===== config.mk =====
export PLATFORM = sky130hd
export DESIGN_NAME = ns_time_counter
export DESIGN_NICKNAME = d
export VERILOG_FILES = /design/src/rtl/nstc_pkg.sv /design/src/rtl/nstc_regs.sv /design/src/rtl/nstc_trim.sv /design/src/rtl/nstc_accum.sv /design/src/rtl/ns_time_counter.sv
export SDC_FILE = /design/constraint.sdc
export NUM_CORES = 1
export LEC_CHECK = 0
export BUFFER_PORTS_ARGS = -buffer_cell sky130_fd_sc_hd__buf_2
export CAP_MARGIN = 10
export CORE_MARGIN = 1.5
export CORE_UTILIZATION = 40
export CTS_BUF_LIST = sky130_fd_sc_hd__clkbuf_2 sky130_fd_sc_hd__clkbuf_4 sky130_fd_sc_hd__clkbuf_8
export CTS_CLUSTER_DIAMETER = 120
export DETAILED_ROUTE_END_ITERATION = 8
export MAX_ROUTING_LAYER = met4
export SETUP_SLACK_MARGIN = 0.15
export SLEW_MARGIN = 20
export SYNTH_ARGS = -nofsm -noshare
export SYNTH_HDL_FRONTEND = slang
export SYNTH_SLANG_ARGS = --single-unit

===== constraint.sdc =====
create_clock -name clk -period 8.8 [get_ports clk]
set_input_delay 0.88 -clock clk [delete_from_list [all_inputs] [get_ports clk]]
set_output_delay 0.88 -clock clk [all_outputs]
set_load 0.01 [all_outputs]

===== src/rtl/nstc_pkg.sv =====
package nstc_pkg;
  localparam int DW = 32;
  localparam int AW = 3;

  typedef enum logic [AW-1:0] {
    A_CTRL   = 3'd0,
    A_VALUE  = 3'd1,
    A_PERIOD = 3'd2,
    A_CORR   = 3'd3,
    A_STEPS  = 3'd4
  } reg_addr_e;

  localparam int B_RUN     = 0;
  localparam int B_EVT     = 4;
  localparam int B_WRAP    = 5;
  localparam int B_ROUTE   = 7;
  localparam int B_RESTART = 9;
  localparam int B_SNAP    = 11;
  localparam int STEP_BASE_LSB = 0;
  localparam int STEP_TRIM_LSB = 8;

  typedef struct packed {
    logic route;
    logic wrap;
    logic evt;
    logic run;
  } ctrl_t;
endpackage


===== src/rtl/nstc_regs.sv =====
module nstc_regs
  import nstc_pkg::*;
#(
  parameter int CW  = 32,
  parameter int IW  = 7,
  parameter int CPW = 16
) (
  input  logic           clk,
  input  logic           rst,
  input  logic           wr_en,
  input  logic [AW-1:0]  wr_addr,
  input  logic [DW-1:0]  wr_data,
  output ctrl_t          ctrl_q,
  output logic           restart_p,
  output logic           snap_p,
  output logic           load_p,
  output logic [CW-1:0]  load_val,
  output logic [CW-1:0]  period_q,
  output logic [CPW-1:0] corr_per_q,
  output logic           corr_wr_p,
  output logic [IW-1:0]  step_base_q,
  output logic [IW-1:0]  step_trim_q
);
  logic sel_ctrl, sel_value, sel_period, sel_corr, sel_steps;

  always_comb begin
    sel_ctrl   = wr_en && (wr_addr == A_CTRL);
    sel_value  = wr_en && (wr_addr == A_VALUE);
    sel_period = wr_en && (wr_addr == A_PERIOD);
    sel_corr   = wr_en && (wr_addr == A_CORR);
    sel_steps  = wr_en && (wr_addr == A_STEPS);
  end

  assign restart_p = sel_ctrl && wr_data[B_RESTART];
  assign snap_p    = sel_ctrl && wr_data[B_SNAP];
  assign load_p    = sel_value;
  assign load_val  = wr_data[CW-1:0];
  assign corr_wr_p = sel_corr;

  always_ff @(posedge clk) begin
    if (rst) begin
      ctrl_q      <= '0;
      period_q    <= '0;
      corr_per_q  <= '0;
      step_base_q <= '0;
      step_trim_q <= '0;
    end else begin
      if (sel_ctrl) begin
        ctrl_q.run   <= wr_data[B_RUN];
        ctrl_q.evt   <= wr_data[B_EVT];
        ctrl_q.wrap  <= wr_data[B_WRAP];
        ctrl_q.route <= wr_data[B_ROUTE];
      end
      if (sel_period) period_q <= wr_data[CW-1:0];
      if (sel_corr)   corr_per_q <= wr_data[CPW-1:0];
      if (sel_steps) begin
        step_base_q <= wr_data[STEP_BASE_LSB +: IW];
        step_trim_q <= wr_data[STEP_TRIM_LSB +: IW];
      end
    end
  end
endmodule


===== src/rtl/nstc_trim.sv =====
module nstc_trim #(
  parameter int IW  = 7,
  parameter int CPW = 16
) (
  input  logic           clk,
  input  logic           rst,
  input  logic           step,
  input  logic [CPW-1:0] corr_per,
  input  logic           corr_wr,
  input  logic [IW-1:0]  step_base,
  input  logic [IW-1:0]  step_trim,
  output logic [IW-1:0]  step_sel,
  output logic           corr_fire
);
  localparam logic [CPW-1:0] ONE = CPW'(1);

  logic [CPW-1:0] gap_q;
  logic           corr_on;

  assign corr_on   = (corr_per != '0);
  assign corr_fire = step && corr_on && (gap_q == corr_per - ONE);
  assign step_sel  = corr_fire ? step_trim : step_base;

  always_ff @(posedge clk) begin
    if (rst || corr_wr) begin
      gap_q <= '0;
    end else if (step && corr_on) begin
      gap_q <= corr_fire ? '0 : gap_q + ONE;
    end
  end
endmodule


===== src/rtl/nstc_accum.sv =====
module nstc_accum
  import nstc_pkg::*;
#(
  parameter int CW = 32,
  parameter int IW = 7
) (
  input  logic          clk,
  input  logic          rst,
  input  ctrl_t         ctrl_q,
  input  logic          restart_p,
  input  logic          load_p,
  input  logic [CW-1:0] load_val,
  input  logic          snap_p,
  input  logic [CW-1:0] period,
  input  logic [IW-1:0] step_sel,
  output logic          step,
  output logic [CW-1:0] cnt_q,
  output logic [CW-1:0] snap_q,
  output logic          tick_evt,
  output logic          pin_evt
);
  localparam int XW = CW + 1;

  logic [XW-1:0] sum;
  logic [XW-1:0] per_x;
  logic [XW-1:0] folded;
  logic          hit;
  logic          fold;

  always_comb begin
    step   = ctrl_q.run && !restart_p && !load_p;
    sum    = {1'b0, cnt_q} + XW'(step_sel);
    per_x  = {1'b0, period};
    folded = sum - per_x;
    hit    = step && ({1'b0, cnt_q} < per_x) && (sum >= per_x);
    fold   = hit && ctrl_q.evt && ctrl_q.wrap;
  end

  always_ff @(posedge clk) begin
    if (rst) begin
      cnt_q    <= '0;
      snap_q   <= '0;
      tick_evt <= 1'b0;
      pin_evt  <= 1'b0;
    end else begin
      if (restart_p)   cnt_q <= '0;
      else if (load_p) cnt_q <= load_val;
      else if (step)   cnt_q <= fold ? folded[CW-1:0] : sum[CW-1:0];
      if (snap_p) snap_q <= cnt_q;
      tick_evt <= hit && ctrl_q.evt;
      pin_evt  <= hit && ctrl_q.evt && ctrl_q.route;
    end
  end
endmodule


===== src/rtl/ns_time_counter.sv =====
module ns_time_counter
  import nstc_pkg::*;
#(
  parameter int CW  = 32,
  parameter int IW  = 7,
  parameter int CPW = 16
) (
  input  logic          clk,
  input  logic          rst,
  input  logic          wr_en,
  input  logic [2:0]    wr_addr,
  input  logic [31:0]   wr_data,
  output logic [CW-1:0] snap_q,
  output logic          tick_evt,
  output logic          pin_evt
);
  ctrl_t          ctrl_q;
  logic           restart_p, snap_p, load_p, corr_wr_p;
  logic [CW-1:0]  load_val, period_q, cnt_q;
  logic [CPW-1:0] corr_per_q;
  logic [IW-1:0]  step_base_q, step_trim_q, step_sel;
  logic           step, corr_fire, run_q;

  assign run_q = ctrl_q.run;

  nstc_regs #(.CW(CW), .IW(IW), .CPW(CPW)) u_regs (
    .clk(clk), .rst(rst), .wr_en(wr_en), .wr_addr(wr_addr), .wr_data(wr_data),
    .ctrl_q(ctrl_q), .restart_p(restart_p), .snap_p(snap_p), .load_p(load_p),
    .load_val(load_val), .period_q(period_q), .corr_per_q(corr_per_q),
    .corr_wr_p(corr_wr_p), .step_base_q(step_base_q), .step_trim_q(step_trim_q)
  );

  nstc_trim #(.IW(IW), .CPW(CPW)) u_trim (
    .clk(clk), .rst(rst), .step(step), .corr_per(corr_per_q), .corr_wr(corr_wr_p),
    .step_base(step_base_q), .step_trim(step_trim_q), .step_sel(step_sel),
    .corr_fire(corr_fire)
  );

  nstc_accum #(.CW(CW), .IW(IW)) u_accum (
    .clk(clk), .rst(rst), .ctrl_q(ctrl_q), .restart_p(restart_p), .load_p(load_p),
    .load_val(load_val), .snap_p(snap_p), .period(period_q), .step_sel(step_sel),
    .step(step), .cnt_q(cnt_q), .snap_q(snap_q), .tick_evt(tick_evt),
    .pin_evt(pin_evt)
  );
endmodule


==> flow_metrics.env, run 1 <==
export IMPL_status="finished clean"
export IMPL_power_leakage_nw=4.25
export IMPL_synth_compound_area_share_pct=20.4
export IMPL_end_kind="flop"
export IMPL_synth_simple_area_share_pct=21.3
export IMPL_first_iter_violations=681
export IMPL_dr_pass1_iters=5
export IMPL_hold_depth=2
export IMPL_final_nets=1374
export IMPL_finalNonFillerCells=1593
export IMPL_worst_ep_required_time_ns=9.19
export IMPL_yosys_top_cells_area="dfxtp_1 (31%), ha_1 (9.6%), nand2_1 (9.4%)"
export IMPL_syn_nets=1335
export IMPL_peakVddDrop_mv=0.121
export IMPL_synth_edf_count=0
export IMPL_crit_reg2reg_launch="u_regs.corr_per_q[2]"
export IMPL_grt_pass1_vias=8393
export IMPL_synth_cell_types=60
export IMPL_place_congestion=0.888
export IMPL_hp_start="u_accum.snap_q[0]"
export IMPL_dp_hpwl_um=20800
export IMPL_tritoncts="yes"
export IMPL_path_class="flop to flop"
export IMPL_path_max_fanout=9
export IMPL_n_antenna_cell=0
export IMPL_dp_cells=1561
export IMPL_synthCells=1222
export IMPL_drt_wl_total_um=28500
export IMPL_syn2layout_area_growth_pct=10.4
export IMPL_vias_per_cell=5.56
export IMPL_cp_slowest_cell="or2_2"
export IMPL_synth_main_ff_cell="dfxtp_1"
export IMPL_overflow=0
export IMPL_netlist_area_leader_share_pct=31.2
export IMPL_die_area_sq_um=24700
export IMPL_dr_wl_met3_um=1470
export IMPL_synth_async_reset_ratio_pct=0
export IMPL_post_cts_resized=0
export IMPL_core_area_sq_um=23400
export IMPL_fin_worst_skew_ns=0.0179
export IMPL_h_tree_depth=4
export IMPL_port_buffers=71
export IMPL_relSlewSlack_pct=36.5
export IMPL_rr_worst_depth=26
export IMPL_final_max_slew_viol_count=0
export IMPL_grt_setup_unrepaired="false"
export IMPL_min_to="u_accum.snap_q[0]"
export IMPL_std_cell_rows=56
export IMPL_critical_path_max_stage_delay_ns=0.63
export IMPL_yosys_top_cells_count="nand2_1 (238), dfxtp_1 (148), a21oi_1 (142), ha_1 (73), nor2_1 (65)"
export IMPL_cp_start_kind="flop"
export IMPL_setup_viol=0
export IMPL_cp_arrival_ns=8.26
export IMPL_hold_viol_final=0
export IMPL_start_util_pct=40.6
export IMPL_synth_top_family_by_area="simple AND/OR/NAND/NOR gates"
export IMPL_cts_clk_slew_worst_paths_ns=0.09
export IMPL_clock_sinks=148
export IMPL_synth_fa_ha_area_share_pct=10.0
export IMPL_ff2ff_setup_slack_ns=0.93
export IMPL_cts_setup_buffers=0
export IMPL_tightest_slew_ns=0.949
export IMPL_post_route_period_util_pct=89.5
export IMPL_hold_class="flop to flop"
export IMPL_grt_max_degree=65
export IMPL_clk_latency_ns=0.47
export IMPL_power_density_nw_per_um2=148
export IMPL_routed_wl_met2_um=13500
export IMPL_tns_ns=0
export IMPL_synth_most_common_cell="nand2_1"
export IMPL_top_layer="met4"
export IMPL_wire_per_inst_um=17.9
export IMPL_maxCapViolCount=0
export IMPL_yosys_warnings=0
export IMPL_fp_dieH_um=157
export IMPL_fin_total_pwr_mw=1.55
export IMPL_synth_area_sq_um=9510
export IMPL_drtAntennaViolNets=0
export IMPL_met1_length_um=13100
export IMPL_rr_endpoint="u_accum.cnt_q[25]"
export IMPL_fmax_mhz=127
export IMPL_synth_top_area_cell="dfxtp_1"
export IMPL_synthMuxAreaShare_pct=4.12
export IMPL_syn_area_per_cell_sq_um=7.78
export IMPL_clock_path_buffers=2
export IMPL_die_x_um=157
export IMPL_synthXorXnorAreaFrac_pct=8.57
export IMPL_remaining_drc_errors=0
export IMPL_drive_gt1_share_pct=10.9
export IMPL_io_pins=72
export IMPL_ys_ff_latch=148
export IMPL_vias=8861
export IMPL_timing_final_crit_period_ns=7.87
export IMPL_cts_buffers_inserted=17
export IMPL_antenna_found_initial=0
export IMPL_grt_usage_pct=24.2
export IMPL_grt_pass1_wl_um=45400
export IMPL_holdBufCountCts=0
export IMPL_synth_seq_area_share_pct=31.2
export IMPL_root_buffer="clkbuf_8"
[routing by layer]
layer	track usage, %	vias up
met5	-	-
met4	6.20	0
met3	3.77	33
met2	40.3	252
met1	30.6	4192
li1	-	4384
[worst max path at each step]
stage,slack [ns],cells past startpoint,end,startpoint
4_1_cts,1.03,26,u_accum.cnt_q[25],u_regs.corr_per_q[2]
2_1_floorplan,2.32,29,u_accum.cnt_q[25],wr_en
6_report,0.93,26,u_accum.cnt_q[25],u_regs.corr_per_q[2]
5_1_grt,0.58,25,u_accum.cnt_q[25],u_regs.corr_per_q[2]
3_3_place_gp,0.98,25,u_accum.cnt_q[25],wr_en
3_5_place_dp,0.82,27,u_accum.cnt_q[25],wr_en
[worst max-delay path: cells and delay by family (launching register included)]
family	cells	cell delay (ns)
xor gates and xnor gates	2	0.37
and+or+nand+nor	10	3.28
AOI/OAI and AO/OA	10	2.41
DFF	1	0.40
muxes	1	0.37
adders and majority gates	3	0.99
[state kept, by name, indices dropped and copies added (netlist names)]
register / count
u_accum.cnt_q: 32
u_accum.snap_q: 32
u_regs.step_trim_q: 7
u_accum.tick_evt: 1
u_regs.corr_per_q: 16
u_regs.step_base_q: 7
u_accum.pin_evt: 1
u_regs.ctrl_q: 4
u_trim.gap_q: 16
u_regs.period_q: 32
[area by class of cell]
class | instances | area [sq um]
clock buffers | 17 | 234
clock inverters | 15 | 169
flip-flops and latches | 148 | 2960
repair buffers | 82 | 440
inverters | 44 | 165
multi-input cells | 968 | 6130
fillers | 2464 | 12900
well taps | 319 | 399
[per-stage QoR]
| step | cell area [sq um] | utilization, % | worst slack [ns] | hold slack, ns |
|---|---|---|---|---|
| final | 10500 | 44.9 | 0.926 | 0.454 |
| after global routing | 10500 | 44.9 | 0.581 | 0.477 |
| after CTS | 10500 | 44.9 | 1.03 | 0.456 |
| after detailed placement | 10100 | 43.1 | 0.818 | 0.444 |
| after global placement | 10100 | 43.1 | 0.975 | 0.441 |
| after floorplan | 9510 | - | 2.32 | 0.429 |
[placed cells by master (no fill, tap or decap), types with 3 or more instances in the layout]
| master | instances |
|---|---|
| o21ai_0 | 43 |
| inv_1 | 44 |
| o22ai_1 | 24 |
| nor2b_1 | 16 |
| a211o_1 | 3 |
| buf_2 | 70 |
| buf_4 | 12 |
| o21bai_1 | 3 |
| mux2i_1 | 29 |
| xnor2_1 | 57 |
| nand3_1 | 30 |
| and2_1 | 6 |
| nor3_1 | 13 |
| o31ai_1 | 3 |
| and4_1 | 6 |
| dfxtp_1 | 148 |
| inv_6 | 7 |
| a211oi_1 | 6 |
| a22oi_1 | 34 |
| nand2b_1 | 10 |
| a31oi_1 | 13 |
| or2_2 | 3 |
| nand2_1 | 238 |
| clkinvlp_4 | 3 |
| o21a_1 | 4 |
| o211ai_1 | 12 |
| clkbuf_8 | 17 |
| or3_1 | 6 |
| a311oi_1 | 3 |
| nand4_1 | 17 |
| nor2_2 | 3 |
| xor2_1 | 36 |
| nor2_1 | 64 |
| ha_1 | 73 |
| nor4_1 | 4 |
| mux2_2 | 9 |
| and3_1 | 14 |
| a21o_1 | 16 |
| a21oi_1 | 141 |
[where the power goes]
part,internal [mW],total [mW],switching [mW]
clock,0.260,0.563,0.303
sequential,0.679,0.690,0.0115
combinational,0.121,0.300,0.180
[kinds of logic (layout without fill, tap and decap cells)]
kind of cell	count (synthesis)	count (layout)
simple gates	440	440
compound gates	322	322
flops	148	148
buf+inv	106	158
xor+xnor	93	93
fa+ha+maj	75	75
mux	38	38
Note: power is estimated with default switching activity, not from simulation.
==> inputs of run 2 (changes only) <==
--- a/config.mk
+++ b/config.mk
@@ -12,7 +12,9 @@
 export CTS_BUF_LIST = sky130_fd_sc_hd__clkbuf_2 sky130_fd_sc_hd__clkbuf_4 sky130_fd_sc_hd__clkbuf_8
 export CTS_CLUSTER_DIAMETER = 120
 export DETAILED_ROUTE_END_ITERATION = 8
+export GPL_TIMING_DRIVEN = 0
 export MAX_ROUTING_LAYER = met4
+export RECOVER_POWER = 100
 export SETUP_SLACK_MARGIN = 0.15
 export SLEW_MARGIN = 20
 export SYNTH_ARGS = -nofsm -noshare
==> flow_metrics.env, run 2 (synthesis results as in run 1) <==
export IMPL_status="finished clean"
export IMPL_path_class="flop to flop"
export IMPL_cts_buffers_inserted=17
export IMPL_met1_length_um=13900
export IMPL_io_pins=72
export IMPL_timing_hold_ws_ns=0.458
export IMPL_final_area_sq_um=10600
export IMPL_clock_sinks=148
export IMPL_dp_hpwl_um=22600
export IMPL_vias_per_cell=5.54
export IMPL_fp_dieH_um=157
export IMPL_dr_wl_met3_um=1950
export IMPL_core_area_sq_um=23400
export IMPL_peakVddDrop_mv=0.120
export IMPL_n_antenna_cell=0
export IMPL_fin_worst_skew_ns=0.0193
export IMPL_setup_ws_ns=0.511
export IMPL_cts_clk_slew_worst_paths_ns=0.09
export IMPL_root_buffer="clkbuf_8"
export IMPL_largestRegisters="u_accum.cnt_q: 32 flops, u_accum.snap_q: 32 flops, u_regs.period_q: 32 flops"
export IMPL_cp_start_kind="flop"
export IMPL_final_nets=1424
export IMPL_grt_pass1_vias=8421
export IMPL_grt_max_degree=17
export IMPL_hold_viol_final=0
export IMPL_top_layer="met4"
export IMPL_grt_usage_pct=25.7
export IMPL_post_route_period_util_pct=94.2
export IMPL_pre_cts_ws_ns=0.473
export IMPL_fmax_mhz=121
export IMPL_drt_wl_total_um=30500
export IMPL_critical_path_max_stage_delay_ns=0.60
export IMPL_clock_path_buffers=2
export IMPL_drtAntennaViolNets=0
export IMPL_die_area_sq_um=24700
export IMPL_rr_endpoint="u_accum.cnt_q[21]"
export IMPL_drive_gt1_share_pct=6.87
export IMPL_power_density_nw_per_um2=150
export IMPL_final_max_slew_viol_count=0
export IMPL_crit_reg2reg_launch="u_regs.corr_per_q[2]"
export IMPL_post_cts_resized=0
export IMPL_overflow=0
export IMPL_vias=9099
export IMPL_layout_commonest_cell="nand2_1"
export IMPL_endpoint="u_accum.cnt_q[21]"
export IMPL_grt_setup_unrepaired="false"
export IMPL_dr_pass1_iters=5
export IMPL_worst_ep_required_time_ns=9.13
export IMPL_clk_latency_ns=0.49
export IMPL_cts_setup_buffers=0
export IMPL_std_cell_rows=56
export IMPL_start_util_pct=40.6
export IMPL_remaining_drc_errors=0
export IMPL_end_kind="flop"
export IMPL_placed_area_sq_um=10300
export IMPL_port_buffers=70
export IMPL_place_congestion=0.941
export IMPL_critPathLaunch="u_regs.corr_per_q[2]"
export IMPL_die_x_um=157
export IMPL_syn2layout_area_growth_pct=11.6
export IMPL_tns_ns=0
export IMPL_routed_wl_met2_um=14000
export IMPL_tritoncts="yes"
export IMPL_power_leakage_nw=4.14
export IMPL_path_max_fanout=10
export IMPL_final_cell_mix="nand2_1 (238), dfxtp_1 (148), a21oi_1 (142)"
export IMPL_relSlewSlack_pct=39.8
export IMPL_tightest_slew_ns=0.900
export IMPL_hold_class="flop to flop"
export IMPL_first_iter_violations=778
export IMPL_cp_slowest_cell="clkbuf_1"
export IMPL_h_tree_depth=4
export IMPL_rr_worst_depth=29
export IMPL_ff2ff_setup_slack_ns=0.51
export IMPL_holdBufCountCts=0
export IMPL_antenna_found_initial=0
export IMPL_grt_pass1_wl_um=46700
export IMPL_wire_per_inst_um=18.5
export IMPL_maxCapViolCount=0
export IMPL_setup_viol=0
export IMPL_timing_final_crit_period_ns=8.29
export IMPL_cp_arrival_ns=8.62
## run 2: cell types whose count changed in the layout (fill, tap and decap cells not counted), sizes merged
| cell | delta |
|---|---|
| clkbuf | +97 |
| bufinv | +1 |
| clkinvlp | -1 |
| clkinv | +2 |
| inv | -4 |
| buf | -45 |
## run 2: per-stage QoR
stage               util [%]  std cells  power [mW]
global route            45.4       1643        1.65
global placement        43.8       1611        1.01
detailed placement      43.8       1611        1.01
floorplan                  -       1222       0.921
CTS                     45.6       1643        1.60
finish                  45.4       1643        1.59
## run 2: worst max-delay path: cells and delay by family, from the launching register on
kind | cells | cell delay, ns
muxes | 2 | 0.75
buffers and inverters | 3 | 1.33
DFF | 1 | 0.39
AOI/OAI and AO/OA | 7 | 1.23
xor gates and xnor gates | 2 | 0.47
and+or+nand+nor | 13 | 3.41
adders and majority gates | 2 | 0.57
## run 2: layer usage
layer,vias up,track usage [%]
li1,4474,-
met1,4304,33.1
met2,275,41.2
met3,46,4.38
met4,0,7.50
met5,-,-
## run 2: worst min-delay path by stage
stage,from,end,cells past startpoint
after floorplan,u_regs.ctrl_q[3],u_accum.pin_evt,1
after global placement,u_regs.step_trim_q[6],u_regs.step_trim_q[6],2
after detailed placement,u_regs.period_q[27],u_regs.period_q[27],2
after CTS,u_regs.period_q[27],u_regs.period_q[27],2
after global routing,u_accum.snap_q[20],u_accum.snap_q[20],2
final,u_accum.snap_q[11],u_accum.snap_q[11],2
## run 2: layout make-up
type | instances | area [sq um]
buffer | 62 | 238
clock buffer | 19 | 255
timing repair buffer | 70 | 305
multi-input combinational | 968 | 6120
sequential | 148 | 2960
tap | 319 | 399
inverter | 44 | 165
fill | 2487 | 12800
clock inverter | 13 | 170
## run 2: where the power goes
group | leakage, nW | total (mW) | internal (mW) | switching, mW
Clock | 0.212 | 0.594 | 0.295 | 0.299
Combinational | 2.73 | 0.310 | 0.122 | 0.188
Sequential | 1.20 | 0.690 | 0.679 | 0.0110
Total | 4.14 | 1.59 | 1.10 | 0.498
